$ cat config.mk
export PLATFORM = sky130hd
export DESIGN_NAME = rst_seq_top
export DESIGN_NICKNAME = d
export VERILOG_FILES = /design/src/rtl/rstseq_pkg.sv /design/src/rtl/rstseq_sync.sv /design/src/rtl/rstseq_timer.sv /design/src/rtl/rstseq_straps.sv /design/src/rtl/rst_seq_top.sv
export SDC_FILE = /design/constraint.sdc
export NUM_CORES = 1
export LEC_CHECK = 0
export ABC_AREA = 1
export CORE_UTILIZATION = 30
export CTS_CLUSTER_SIZE = 12
export DETAILED_ROUTE_END_ITERATION = 8
export PLACE_DENSITY = 0.45
export SKIP_CTS_REPAIR_TIMING = 1
export SLEW_MARGIN = 20
export SYNTH_ARGS = -nofsm -noshare
export SYNTH_HDL_FRONTEND = slang
export SYNTH_SLANG_ARGS = --single-unit
$ cat constraint.sdc
create_clock -name clk -period 4.29 [get_ports clk]
set_input_delay 1.0725 -clock clk [delete_from_list [all_inputs] [get_ports clk]]
set_output_delay 1.0725 -clock clk [all_outputs]
set_load 0.01 [all_outputs]
$ cat src/rtl/rstseq_pkg.sv
package rstseq_pkg;
  localparam int BF_W = 3;

  typedef enum logic {
    MODE_WARM = 1'b0,
    MODE_COLD = 1'b1
  } rst_mode_e;

  typedef struct packed {
    logic [BF_W-1:0] busfreq;
    logic            flush;
    logic            cready;
  } strap_t;
endpackage

$ cat src/rtl/rstseq_sync.sv
module rstseq_sync #(
  parameter int STAGES = 2
) (
  input  logic clk,
  input  logic arst_n,
  input  logic d,
  output logic q
);
  logic [STAGES-1:0] sh_q;

  generate
    if (STAGES == 1) begin : g_one
      always_ff @(posedge clk or negedge arst_n)
        if (!arst_n) sh_q <= '0;
        else         sh_q <= d;
    end else begin : g_many
      always_ff @(posedge clk or negedge arst_n)
        if (!arst_n) sh_q <= '0;
        else         sh_q <= {sh_q[STAGES-2:0], d};
    end
  endgenerate

  assign q = sh_q[STAGES-1];
endmodule

$ cat src/rtl/rstseq_timer.sv
module rstseq_timer
  import rstseq_pkg::*;
#(
  parameter int CLK_KHZ  = 125000,
  parameter int WARM_CYC = 15
) (
  input  logic clk,
  input  logic pwr_good,
  input  logic pg_s,
  input  logic req_s,
  output logic rst_q,
  output logic rel_now
);
  localparam int COLD_CYC = CLK_KHZ;
  localparam int MAX_CYC  = (COLD_CYC > WARM_CYC) ? COLD_CYC : WARM_CYC;
  localparam int CW       = $clog2(MAX_CYC + 1);

  rst_mode_e      mode_q;
  logic [CW-1:0]  cnt_q;
  logic [CW-1:0]  min_m1;

  assign min_m1  = (mode_q == MODE_COLD) ? CW'(COLD_CYC - 1) : CW'(WARM_CYC - 1);
  assign rel_now = rst_q && pg_s && (cnt_q >= min_m1) && !req_s;

  always_ff @(posedge clk or negedge pwr_good) begin
    if (!pwr_good) begin
      rst_q  <= 1'b1;
      mode_q <= MODE_COLD;
      cnt_q  <= '0;
    end else if (!rst_q) begin
      if (req_s) begin
        rst_q  <= 1'b1;
        mode_q <= MODE_WARM;
        cnt_q  <= '0;
      end
    end else if (rel_now) begin
      rst_q <= 1'b0;
    end else if (pg_s && (cnt_q < min_m1)) begin
      cnt_q <= cnt_q + 1'b1;
    end
  end

  // Independent run-length counter for checking only
  logic [31:0] run_q;
  always_ff @(posedge clk or negedge pwr_good)
    if (!pwr_good)                  run_q <= '0;
    else if (!rst_q)                run_q <= '0;
    else if (run_q < 32'(MAX_CYC))  run_q <= run_q + 1;


  min_width_chk: assert property (@(posedge clk) disable iff (!pwr_good)
    $fell(rst_q) |-> (run_q >= 32'((mode_q == MODE_COLD) ? COLD_CYC : WARM_CYC)));


  warm_entry_chk: assert property (@(posedge clk) disable iff (!pwr_good)
    (!rst_q && req_s) |=> (rst_q && mode_q == MODE_WARM));
endmodule

$ cat src/rtl/rstseq_straps.sv
module rstseq_straps
  import rstseq_pkg::*;
(
  input  logic   clk,
  input  logic   pwr_good,
  input  logic   rst_q,
  input  logic   rel_now,
  input  strap_t pins,
  output strap_t cfg,
  output logic   hold_err
);
  logic   flush_d;
  strap_t snap_q;
  logic [1:0] win_q;

  always_ff @(posedge clk or negedge pwr_good) begin
    if (!pwr_good) begin
      flush_d  <= 1'b0;
      cfg      <= '0;
      snap_q   <= '0;
      win_q    <= '0;
      hold_err <= 1'b0;
    end else begin
      flush_d <= pins.flush;
      if (rel_now) begin
        cfg.busfreq <= pins.busfreq;
        cfg.flush   <= flush_d;
        cfg.cready  <= pins.cready;
        snap_q      <= pins;
        win_q       <= 2'd2;
      end else if (win_q != 2'd0) begin
        win_q <= win_q - 2'd1;
        if (pins != snap_q) hold_err <= 1'b1;
      end
      if (rst_q && !rel_now) hold_err <= 1'b0;
    end
  end


  err_window_chk: assert property (@(posedge clk) disable iff (!pwr_good)
    $rose(hold_err) |-> ($past(win_q) != 2'd0));


  err_sticky_chk: assert property (@(posedge clk) disable iff (!pwr_good)
    (hold_err && !rst_q) |=> hold_err);
endmodule

$ cat src/rtl/rst_seq_top.sv
module rst_seq_top
  import rstseq_pkg::*;
#(
  parameter int CLK_KHZ  = 125000,
  parameter int WARM_CYC = 15,
  parameter int SYNC_STG = 2
) (
  input  logic            clk,
  input  logic            pwr_good,
  input  logic            rst_req,
  input  logic [BF_W-1:0] strap_busfreq,
  input  logic            strap_flush,
  input  logic            strap_cready,
  output logic            rst_out,
  output logic [BF_W-1:0] cfg_busfreq,
  output logic            cfg_flush,
  output logic            cfg_cready,
  output logic            strap_hold_err
);
  logic   pg_s, req_s, rst_q, rel_now;
  strap_t pins, cfg;

  rstseq_sync #(.STAGES(SYNC_STG)) u_pg_sync (
    .clk(clk), .arst_n(pwr_good), .d(1'b1), .q(pg_s));

  rstseq_sync #(.STAGES(SYNC_STG)) u_req_sync (
    .clk(clk), .arst_n(pwr_good), .d(rst_req), .q(req_s));

  rstseq_timer #(.CLK_KHZ(CLK_KHZ), .WARM_CYC(WARM_CYC)) u_timer (
    .clk(clk), .pwr_good(pwr_good), .pg_s(pg_s), .req_s(req_s),
    .rst_q(rst_q), .rel_now(rel_now));

  assign pins = '{busfreq: strap_busfreq, flush: strap_flush, cready: strap_cready};

  rstseq_straps u_straps (
    .clk(clk), .pwr_good(pwr_good), .rst_q(rst_q), .rel_now(rel_now),
    .pins(pins), .cfg(cfg), .hold_err(strap_hold_err));

  assign rst_out     = rst_q;
  assign cfg_busfreq = cfg.busfreq;
  assign cfg_flush   = cfg.flush;
  assign cfg_cready  = cfg.cready;


  pg_hold_chk: assert property (@(posedge clk) disable iff (!pwr_good)
    !pg_s |-> rst_out);


  req_extends_chk: assert property (@(posedge clk) disable iff (!pwr_good)
    (rst_out && req_s) |=> rst_out);


  cfg_stable_chk: assert property (@(posedge clk) disable iff (!pwr_good)
    (!rst_out && $past(!rst_out)) |-> ($stable(cfg_busfreq) && $stable(cfg_flush) && $stable(cfg_cready)));
endmodule

==> flow_results.org, run 1 <==
** Worst setup path
- The setup check on the worst reg-to-reg path leaves a slack of 1.98 ns.
- The signal on the critical path passes through clkdlybuf4s50_1.
- Data arrival time of the worst path :: around 1.4 ns
- Delay of the slowest cell on the worst path :: approximately 0.6 ns
- Cell with the largest stage delay on the worst path :: dfstp_2
- For the worst flop-to-flop path, the logic depth is 12.
- The worst register-to-register path begins at u_timer.mode_q$_DFFE_PN1P_.
- STA classifies the critical path startpoint as a register.
- The worst setup path is captured at an output port.
- Along the worst path, the maximum fanout reaches 4.
- The endpoint identified for the worst register-to-register timing path is u_straps.cfg[1]$_DFFE_PN0P_.
- Family with the most delay on the worst path :: flip-flops
- The critical path is of the register to output port type.
- Worst Path Required :: 3.22 ns
- Crit path buf inv count :: 1

** Floorplanning
- Site Rows :: 29
- The floorplan step set the die height to around 85 um.
- The region available for standard cell placement spans around 0.0065 mm^2.
- Initial Util :: a little under a third
- The die is around 85 um wide.
- The die covers between 0.007 and 0.008 mm^2.
- For this design the top-level I/O count stands at 15.

** STA
- Total negative setup slack :: 0 ns
- Crit share post-route :: ~60%
- Final Hold Vio Count :: 0
- Worst-margin pin slew :: ~0.75 ns
- The smallest clock period supported by the final layout is computed as around 2.5 ns.
- RSZ-0062 raised after global routing :: no
- Fin. max-slew vios :: 0
- Worst slew slack as a fraction of its limit :: between 40% and 50%
- Static timing analysis puts the maximum clock frequency at 0.398 GHz.
- Max Clock Skew :: ~0.0055 ns
- Number of endpoints failing setup at the final stage :: 0

** Global routing
- Global routing consumed, on the met3 layer, between 3 and 4% of the routing resources.
- Met2 GRT Util :: 23.0%
- Global routing used between 10% and 20% of the available tracks.
- Entering global routing, the biggest net connects 34 pins.
- In the global route stage, met1 resource usage came out at between 20% and 30%.
- The via count of the first global-routing pass came to approximately 1700.
- The first global-routing pass estimated approximately 8.2 mm of wire.
- After global routing, the most crowded layer is met2.
- Summed over all layers, the global routing overflow is 0.
- The number of antenna violations at the first check in global routing came to 0.

** Logic synthesis
- Mapped Nets :: 298
- Most frequent cells after synthesis :: nand2_1, nor2_1, dfrtp_1
- In the synthesized netlist, the number of instances is 280.
- After synthesis, the largest area contributor takes up approximately 37% of total cell area.
- By area the synthesized netlist is led by dfrtp_1, nand2_1, nor2_1.
- Of the synthesized area, sequential elements account for ~40%.
- nand2_1 is the most common cell in the netlist.
- Predominant post-synthesis flop cell :: dfrtp_1
- Of all cell types, the one taking the most synthesized area is dfrtp_1.
- Post-synthesis cell area :: around 0.0021 mm^2
- Counting flops with an async set or reset pin after synthesis yields a share of 100%.
- After synthesis, the mean cell area works out to around 7.4 um^2.
- The synthesized design contains 33 register bits.
- Yosys warning count :: 0
- Counting distinct cell types in the post-synthesis netlist gives 28.
- Number of flops mapped to enable cells by yosys :: 0

** Cells and area
- Number of antenna diodes :: 0
- From synthesis to final layout, the design area changed by 13.7%.
- The post-route netlist has 7.51% of its cells at a drive strength greater than 1.
- The net count of the finished layout is 310.

** Detailed routing
- Pre-Repair DR Iteration Count :: 4
- Drc violations :: 0
- Overall via count from detail_route :: 1675
- Routed WL per cell :: between 10 and 15 um
- Iteration-0 DRC Markers :: 96
- Detail-routed via count per cell :: about 4.5
- Drt total wl :: 4.60 mm
- Post-detailed-route count of antenna-violating nets :: 0

** Pwr
- The analysis attributes to cell leakage a power of approximately 1.2 nW.
- For this design the ratio of total power to cell area is approximately 470 mW/mm^2.
- The worst-case IR drop observed on VDD is between 0.15 and 0.2 mV.
- Tot Pwr :: between 1 and 1.5 mW

** Hold path
- Beginning of the worst hold path :: u_pg_sync.sh_q[0]$_DFF_PN0_
- End point of the most critical hold path :: u_pg_sync.sh_q[1]$_DFF_PN0_
- The worst hold path was traced through 0 stages.
- The tightest min-delay check is of the register to register type.

** Place
- Count of input and output buffers :: 14
- Placed wire-length estimate after detailed placement :: between 3 and 4 mm
- Global placer's final weighted congestion :: around 0.74

** Clocking
- CTS sink count :: 33
- Clock-pin slew was measured on the worst setup and hold paths at about 0.070 ns.
- Number of buffers added by the clock tree synthesis step :: 5
- CTS max path bufs :: 2
- TritonCTS built the clock tree.
- In this run the clock root is driven by a clkbuf_8.
- The H-tree generated during clock tree synthesis spans 2 levels.
- The later pin in the worst-skew pair is clocked with a latency of 0.28 ns.

** Job
- Maxcap violations :: 0

** Outcome
- The run finished with clean final reports.
-- final cells by class --
cell class                 instances  area (um^2)
fill                             688         4140
multi-input combinational        217         1100
sequential                        33          828
timing repair buffer              14          135
tap                               77         96.3
clock buffer                       6         82.6
inverter                          21         78.8
clock inverter                     2         37.5
-- cell families after synthesis --
family / after synthesis / synth area share, %
AND/OR/NAND/NOR: 181 / 37.5
buffers and inverters: 30 / 7.07
flip-flops: 33 / 40.0
adder cells (fa/ha/maj): 10 / 6.04
XOR/XNOR: 16 / 6.77
AO/OA/AOI/OAI: 9 / 2.48
other: 1 / 0.181
-- per-stage QoR --
| stage | instances | cell area, um^2 | utilization [%] | worst slack, ns | hold WS [ns] |
|---|---|---|---|---|---|
| after global routing | 370 | 2350 | 36.3 | 1.74 | 0.360 |
| after global placement | 362 | 2230 | 34.4 | 1.94 | 0.332 |
| after CTS | 370 | 2350 | 36.3 | 1.77 | 0.358 |
| after detailed placement | 362 | 2230 | 34.4 | 1.94 | 0.341 |
| final | 370 | 2350 | 36.3 | 1.78 | 0.353 |
| after floorplan | 280 | 2070 | - | 2.35 | 0.331 |
-- where the power goes --
group	leakage, nW	internal, mW	switching, mW
Sequential	0.412	0.376	0.0559
Clock	0.0574	0.189	0.120
Combinational	0.681	0.150	0.215
Total	1.15	0.715	0.391
-- worst max path at each step --
stage | slack (ns) | end | startpoint | cells past startpoint
after floorplan | 2.35 | u_timer.cnt_q[12]$_DFFE_PN0P_ | u_timer.mode_q$_DFFE_PN1P_ | 12
after global placement | 1.94 | u_straps.cfg[4]$_DFFE_PN0P_ | u_timer.mode_q$_DFFE_PN1P_ | 12
after detailed placement | 1.94 | u_straps.cfg[4]$_DFFE_PN0P_ | u_timer.mode_q$_DFFE_PN1P_ | 12
after CTS | 1.77 | rst_out | u_timer.rst_q$_DFF_PN1_ | 1
after global routing | 1.74 | rst_out | u_timer.rst_q$_DFF_PN1_ | 1
final | 1.78 | rst_out | u_timer.rst_q$_DFF_PN1_ | 1
-- worst register-to-register path, delay by kind of cell, from the launching register on --
family	cells	cell delay (ns)
AO/OA/AOI/OAI	1	0.16
flip-flops	1	0.55
AND/OR/NAND/NOR	7	0.76
buffers and inverters	3	0.41
adder cells (fa/ha/maj)	1	0.33
-- registers in the layout (all words and copies together), names as in the netlist --
name and flops:
u_timer.cnt_q 17, u_straps.cfg 4, u_pg_sync.sh_q 2, u_req_sync.sh_q 2, u_straps.snap_q 2, u_straps.win_q 2, u_straps.flush_d 1, u_straps.hold_err 1
u_timer.mode_q 1, u_timer.rst_q 1
-- layer usage --
metal  share of wire, %  vias up  routed length (um)
met5                  0        -                   0
met4               0.30        0                  14
met3                2.2        2                 103
met2                 44       16                2030
met1                 53      758                2460
li1                   -      899                   -
-- placed cells by master (no fill, tap or decap), types with 2 or more instances in the layout --
cell,instances
dfrtp_1,31
inv_1,20
a21oi_1,5
nand2_4,3
ha_1,10
nor2_2,2
nand3_1,24
nor2_1,45
xnor2_1,8
o21ai_1,2
nor3_1,4
nand4_1,3
clkdlybuf4s50_1,13
nand2_2,2
nand2_1,94
clkbuf_8,6
dfstp_2,2
xor2_1,8
(Power assumes the default switching activity.)
==> run 2, diff against run 1 <==
Clock period 4.29 ns to 2.5 ns, I/O delays scaled along.
==> run 2 against run 1 <==
Worst hold slack lost 0.00062 ns. Sequential share of layout area about the same. Critical endpoint is now u_timer.cnt_q[0]$_DFFE_PN0P_. Non-clock buffer count grew 2. Critical path depth increased by 11. Global-route usage is 0.065 points higher. Highest routed layer unchanged. Largest power group unchanged. Register-to-register slack worse by 1.7 ns. Setup slack worse by 1.5 ns. Largest cell class unchanged. Sequential power grew 71%. Via count is 0.84% higher.
==> flow_results.org, run 2 (same netlist as run 1, synthesis figures left out) <==
** Outcome
- Run status :: finished clean

** Global routing
- The all-layer global routing usage was 14.6% (+0.065 points).
- Initial antenna violation count :: 0 (unchanged)
- The overall overflow remaining after global route came to 0 (unchanged).
- The via count of the first global-routing pass is 1682 (+0.24%).
- The largest net degree at the start of global routing came to 34 (unchanged).
- First-pass GRT wire length :: 8.20 mm (+0.43%)

** Pwr
- The proportion of total power due to net switching was 36.2% (+0.82 points).
- The total net switching power is 0.685 mW (+75%).
- Portion of total power attributed to the clock network :: 27.3% (-0.6 points)
- Leak :: 1.16 nW (+0.63%)
- Internal power summed over all cells :: 1.21 mW (+69%)
- The final total power came to 1.89 mW (+71%).
- The portion of total power attributed to sequential cells was 39.0% (about the same).
- The combinational share of power was 33.7% (+0.7 points).
- The maximum ir drop on the vdd rail is 0.337 mV (+78%).
- Cell Pwr Density :: 804 mW/mm^2 (+71%)

** Floorplanning
- Initial Util :: 31.9% (unchanged)
- Core footprint :: 0.00649 mm^2 (unchanged)
- Site Rows :: 29 (unchanged)
- The number of I/O pins was 15 (unchanged).
- Horizontal die dimension :: 85.1 um (unchanged)
- Vertical die dimension :: 85.1 um (unchanged)
- The area enclosed by the die boundary is 0.00724 mm^2 (unchanged).

** Detailed routing
- The per-cell via count in the routed design is 4.54 (+0.29%).
- Drc violations :: 0 (unchanged)
- The number of DRC violations after detailed-routing iteration 0 is 106 (+10%).
- The total via count after detailed routing is 1689 (+0.84%).
- Pre-Repair DR Iteration Count :: 4 (unchanged)
- The average routed wire per standard cell was 12.8 um (+3.1%).
- Drt total wl :: 4.77 mm (+3.7%)
- The remaining number of nets flagged by the antenna check after routing was 0 (unchanged).

** STA
- Hold_ws :: 0.352 ns (-0.000625 ns)
- Worst slew slack as a fraction of its limit :: 47.5% (-2.2 points)
- The final sum of negative setup slack came to 0 ns (unchanged).
- Crit share post-route :: between 80% and 90%
- The count of endpoints failing hold in the final timing report came to 0 (unchanged).
- The worst clock skew was 0.0165 ns (+0.0110 ns).
- Fmax :: 0.445 GHz
- RSZ-0062 raised after global routing :: no
- Number of endpoints failing setup at the final stage :: 0 (unchanged)
- Fin. max-slew vios :: 0 (unchanged)
- Post-route minimum period :: ~2.2 ns
- The actual slew at the worst max-slew pin is 0.787 ns (+0.0323 ns).

** Place
- The number of buffers inserted by port buffering was 14 (unchanged).
- Instance area at placement :: 0.00225 mm^2 (+0.67%)
- Placed wire-length estimate after detailed placement :: 3.38 mm (+0.86%)
- The weighted congestion at the end of routability-driven global placement came to 0.801 (+8.8%).

** Cells and area
- The count of fill cells added during filler insertion is 675 (-1.9%).
- Counting flops per register, the top entry is u_timer.cnt_q.
- Compared with the post-synthesis result, the final layout area differs by 13.8%.
- Number of antenna diodes :: 0 (unchanged)
- Share of cells above drive strength 1 :: 7.80% (+0.29 points)
- Multi-input logic area :: 0.00110 mm^2 (unchanged)
- The final standard cell area without fillers was 0.00236 mm^2 (+0.11%).
- Leaving out fill and tap cells, the most frequent cell in the layout is nand2_1.
- The register area came to 828 um^2 (unchanged).
- The largest registers in the layout are u_timer.cnt_q (17), u_straps.cfg (4).
- Net count, final :: 312 (+0.65%)
- The top cell types in the final layout, fill and taps aside, are nand2_1, nor2_1, dfrtp_1.
- The flip-flop count of the largest register, all copies and words added was 17 (unchanged).

** Worst setup path
- Register-to-register setup slack :: 0.26 ns (-1.72 ns)
- Most common cell type on the critical path :: nand2_1
- The maximum single-stage delay on the critical path was 0.55 ns (-0.04 ns).
- The top fanout value on the critical path is 20 (+16).
- Type of the worst setup path :: register to register
- The path depth of the worst reg2reg path came to 12 (unchanged).
- Startpoint kind of the worst setup timing path :: register
- The data required time of the worst path was 2.67 ns (-0.55 ns).
- Sequence of cells on the critical path :: inv_1 > ha_1 > nand2_1 > nor2_2 > nand2_1 > nor2_2 > nand2_1 > nand3_2 > nand2_4 > buf_4 > nand3_1 > nand2_1
- The critical path data arrival time is 2.42 ns (+0.98 ns).
- Among cell families on the critical path, the largest total delay comes from simple AND/OR/NAND/NOR gates.
- R2r endpoint :: u_timer.cnt_q[0]$_DFFE_PN0P_
- The number of buffers and inverters on the critical path is 2 (+1).
- Startpoint of the most critical register-to-register path :: u_timer.mode_q$_DFFE_PN1P_
- Cell with the largest stage delay on the worst path :: dfstp_2
- CP endpoint kind :: register

** Clocking
- Clock root cell :: clkbuf_8
- CTS H-tree depth :: 2 (unchanged)
- CTS sink count :: 33 (unchanged)
- The CTS buffer count came to 5 (unchanged).
- The largest buffer count on any clock path came to 2 (unchanged).
- Clock tree from TritonCTS :: done
- Clock-pin transition on the worst setup and hold timing paths :: 0.08 ns (about the same)
- Clock insertion delay at the later pin of the skew report :: 0.30 ns (+0.02 ns)

** Hold path
- The startpoint identified for the worst hold timing path is u_req_sync.sh_q[0]$_DFF_PN0_.
- WHS Path Cells :: 0 (unchanged)
- End point of the most critical hold path :: u_req_sync.sh_q[1]$_DFF_PN0_
- Hold Path Class :: register to register

** Job
- Maxcap violations :: 0 (unchanged)
## run 2: power by group through the flow
stage	Sequential [mW]	Combinational, mW	Clock (mW)
2_1_floorplan	0.736	0.471	0
3_3_place_gp	0.751	0.650	0
3_5_place_dp	0.749	0.651	0
4_1_cts	0.740	0.657	0.533
5_1_grt	0.753	0.740	0.552
6_report	0.739	0.638	0.517
## run 2: worst register-to-register path: stages, from the launching register on
cell     delay [ns]
dfstp_2        0.55
inv_1          0.12
ha_1           0.32
nand2_1        0.08
nor2_2         0.15
nand2_1        0.08
nor2_2         0.12
nand2_1        0.08
nand3_2        0.10
nand2_4        0.16
buf_4          0.23
nand3_1        0.08
nand2_1        0.06
## run 2: metrics by stage
step                util (%)  cells  setup slack, ns
global placement        34.6    364            0.299
CTS                     36.3    372            0.228
global route            36.3    372           0.0344
finish                  36.3    372            0.255
floorplan                  -    280            0.558
detailed placement      34.6    364            0.252
## run 2: routing by layer
| layer | vias to the layer above | GRT usage (%) | wire length, um |
|---|---|---|---|
| met2 | 19 | 23.2 | 2120 |
| met5 | - | 0 | 0 |
| li1 | 900 | - | - |
| met3 | 7 | 3.31 | 110 |
| met4 | 0 | 4.62 | 68 |
| met1 | 763 | 19.7 | 2480 |
## run 2: worst max path at each step
stage	depth (start not counted)	startpoint	to	slack, ns
2_1_floorplan	12	u_timer.mode_q$_DFFE_PN1P_	u_timer.cnt_q[12]$_DFFE_PN0P_	0.56
3_3_place_gp	12	u_timer.mode_q$_DFFE_PN1P_	u_straps.cfg[2]$_DFFE_PN0P_	0.30
3_5_place_dp	12	u_timer.mode_q$_DFFE_PN1P_	u_straps.cfg[4]$_DFFE_PN0P_	0.25
4_1_cts	12	u_timer.mode_q$_DFFE_PN1P_	u_straps.cfg[3]$_DFFE_PN0P_	0.23
5_1_grt	12	u_timer.mode_q$_DFFE_PN1P_	u_timer.cnt_q[0]$_DFFE_PN0P_	0.03
6_report	12	u_timer.mode_q$_DFFE_PN1P_	u_timer.cnt_q[0]$_DFFE_PN0P_	0.26
## run 2: cell type report
cell class / count / share of cell area [%]
Tap cell: 77 / 4.09
Sequential cell: 33 / 35.1
Multi-Input combinational cell: 217 / 46.5
Inverter: 21 / 3.34
Clock inverter: 2 / 1.49
Timing Repair Buffer: 16 / 6.37
Clock buffer: 6 / 3.08
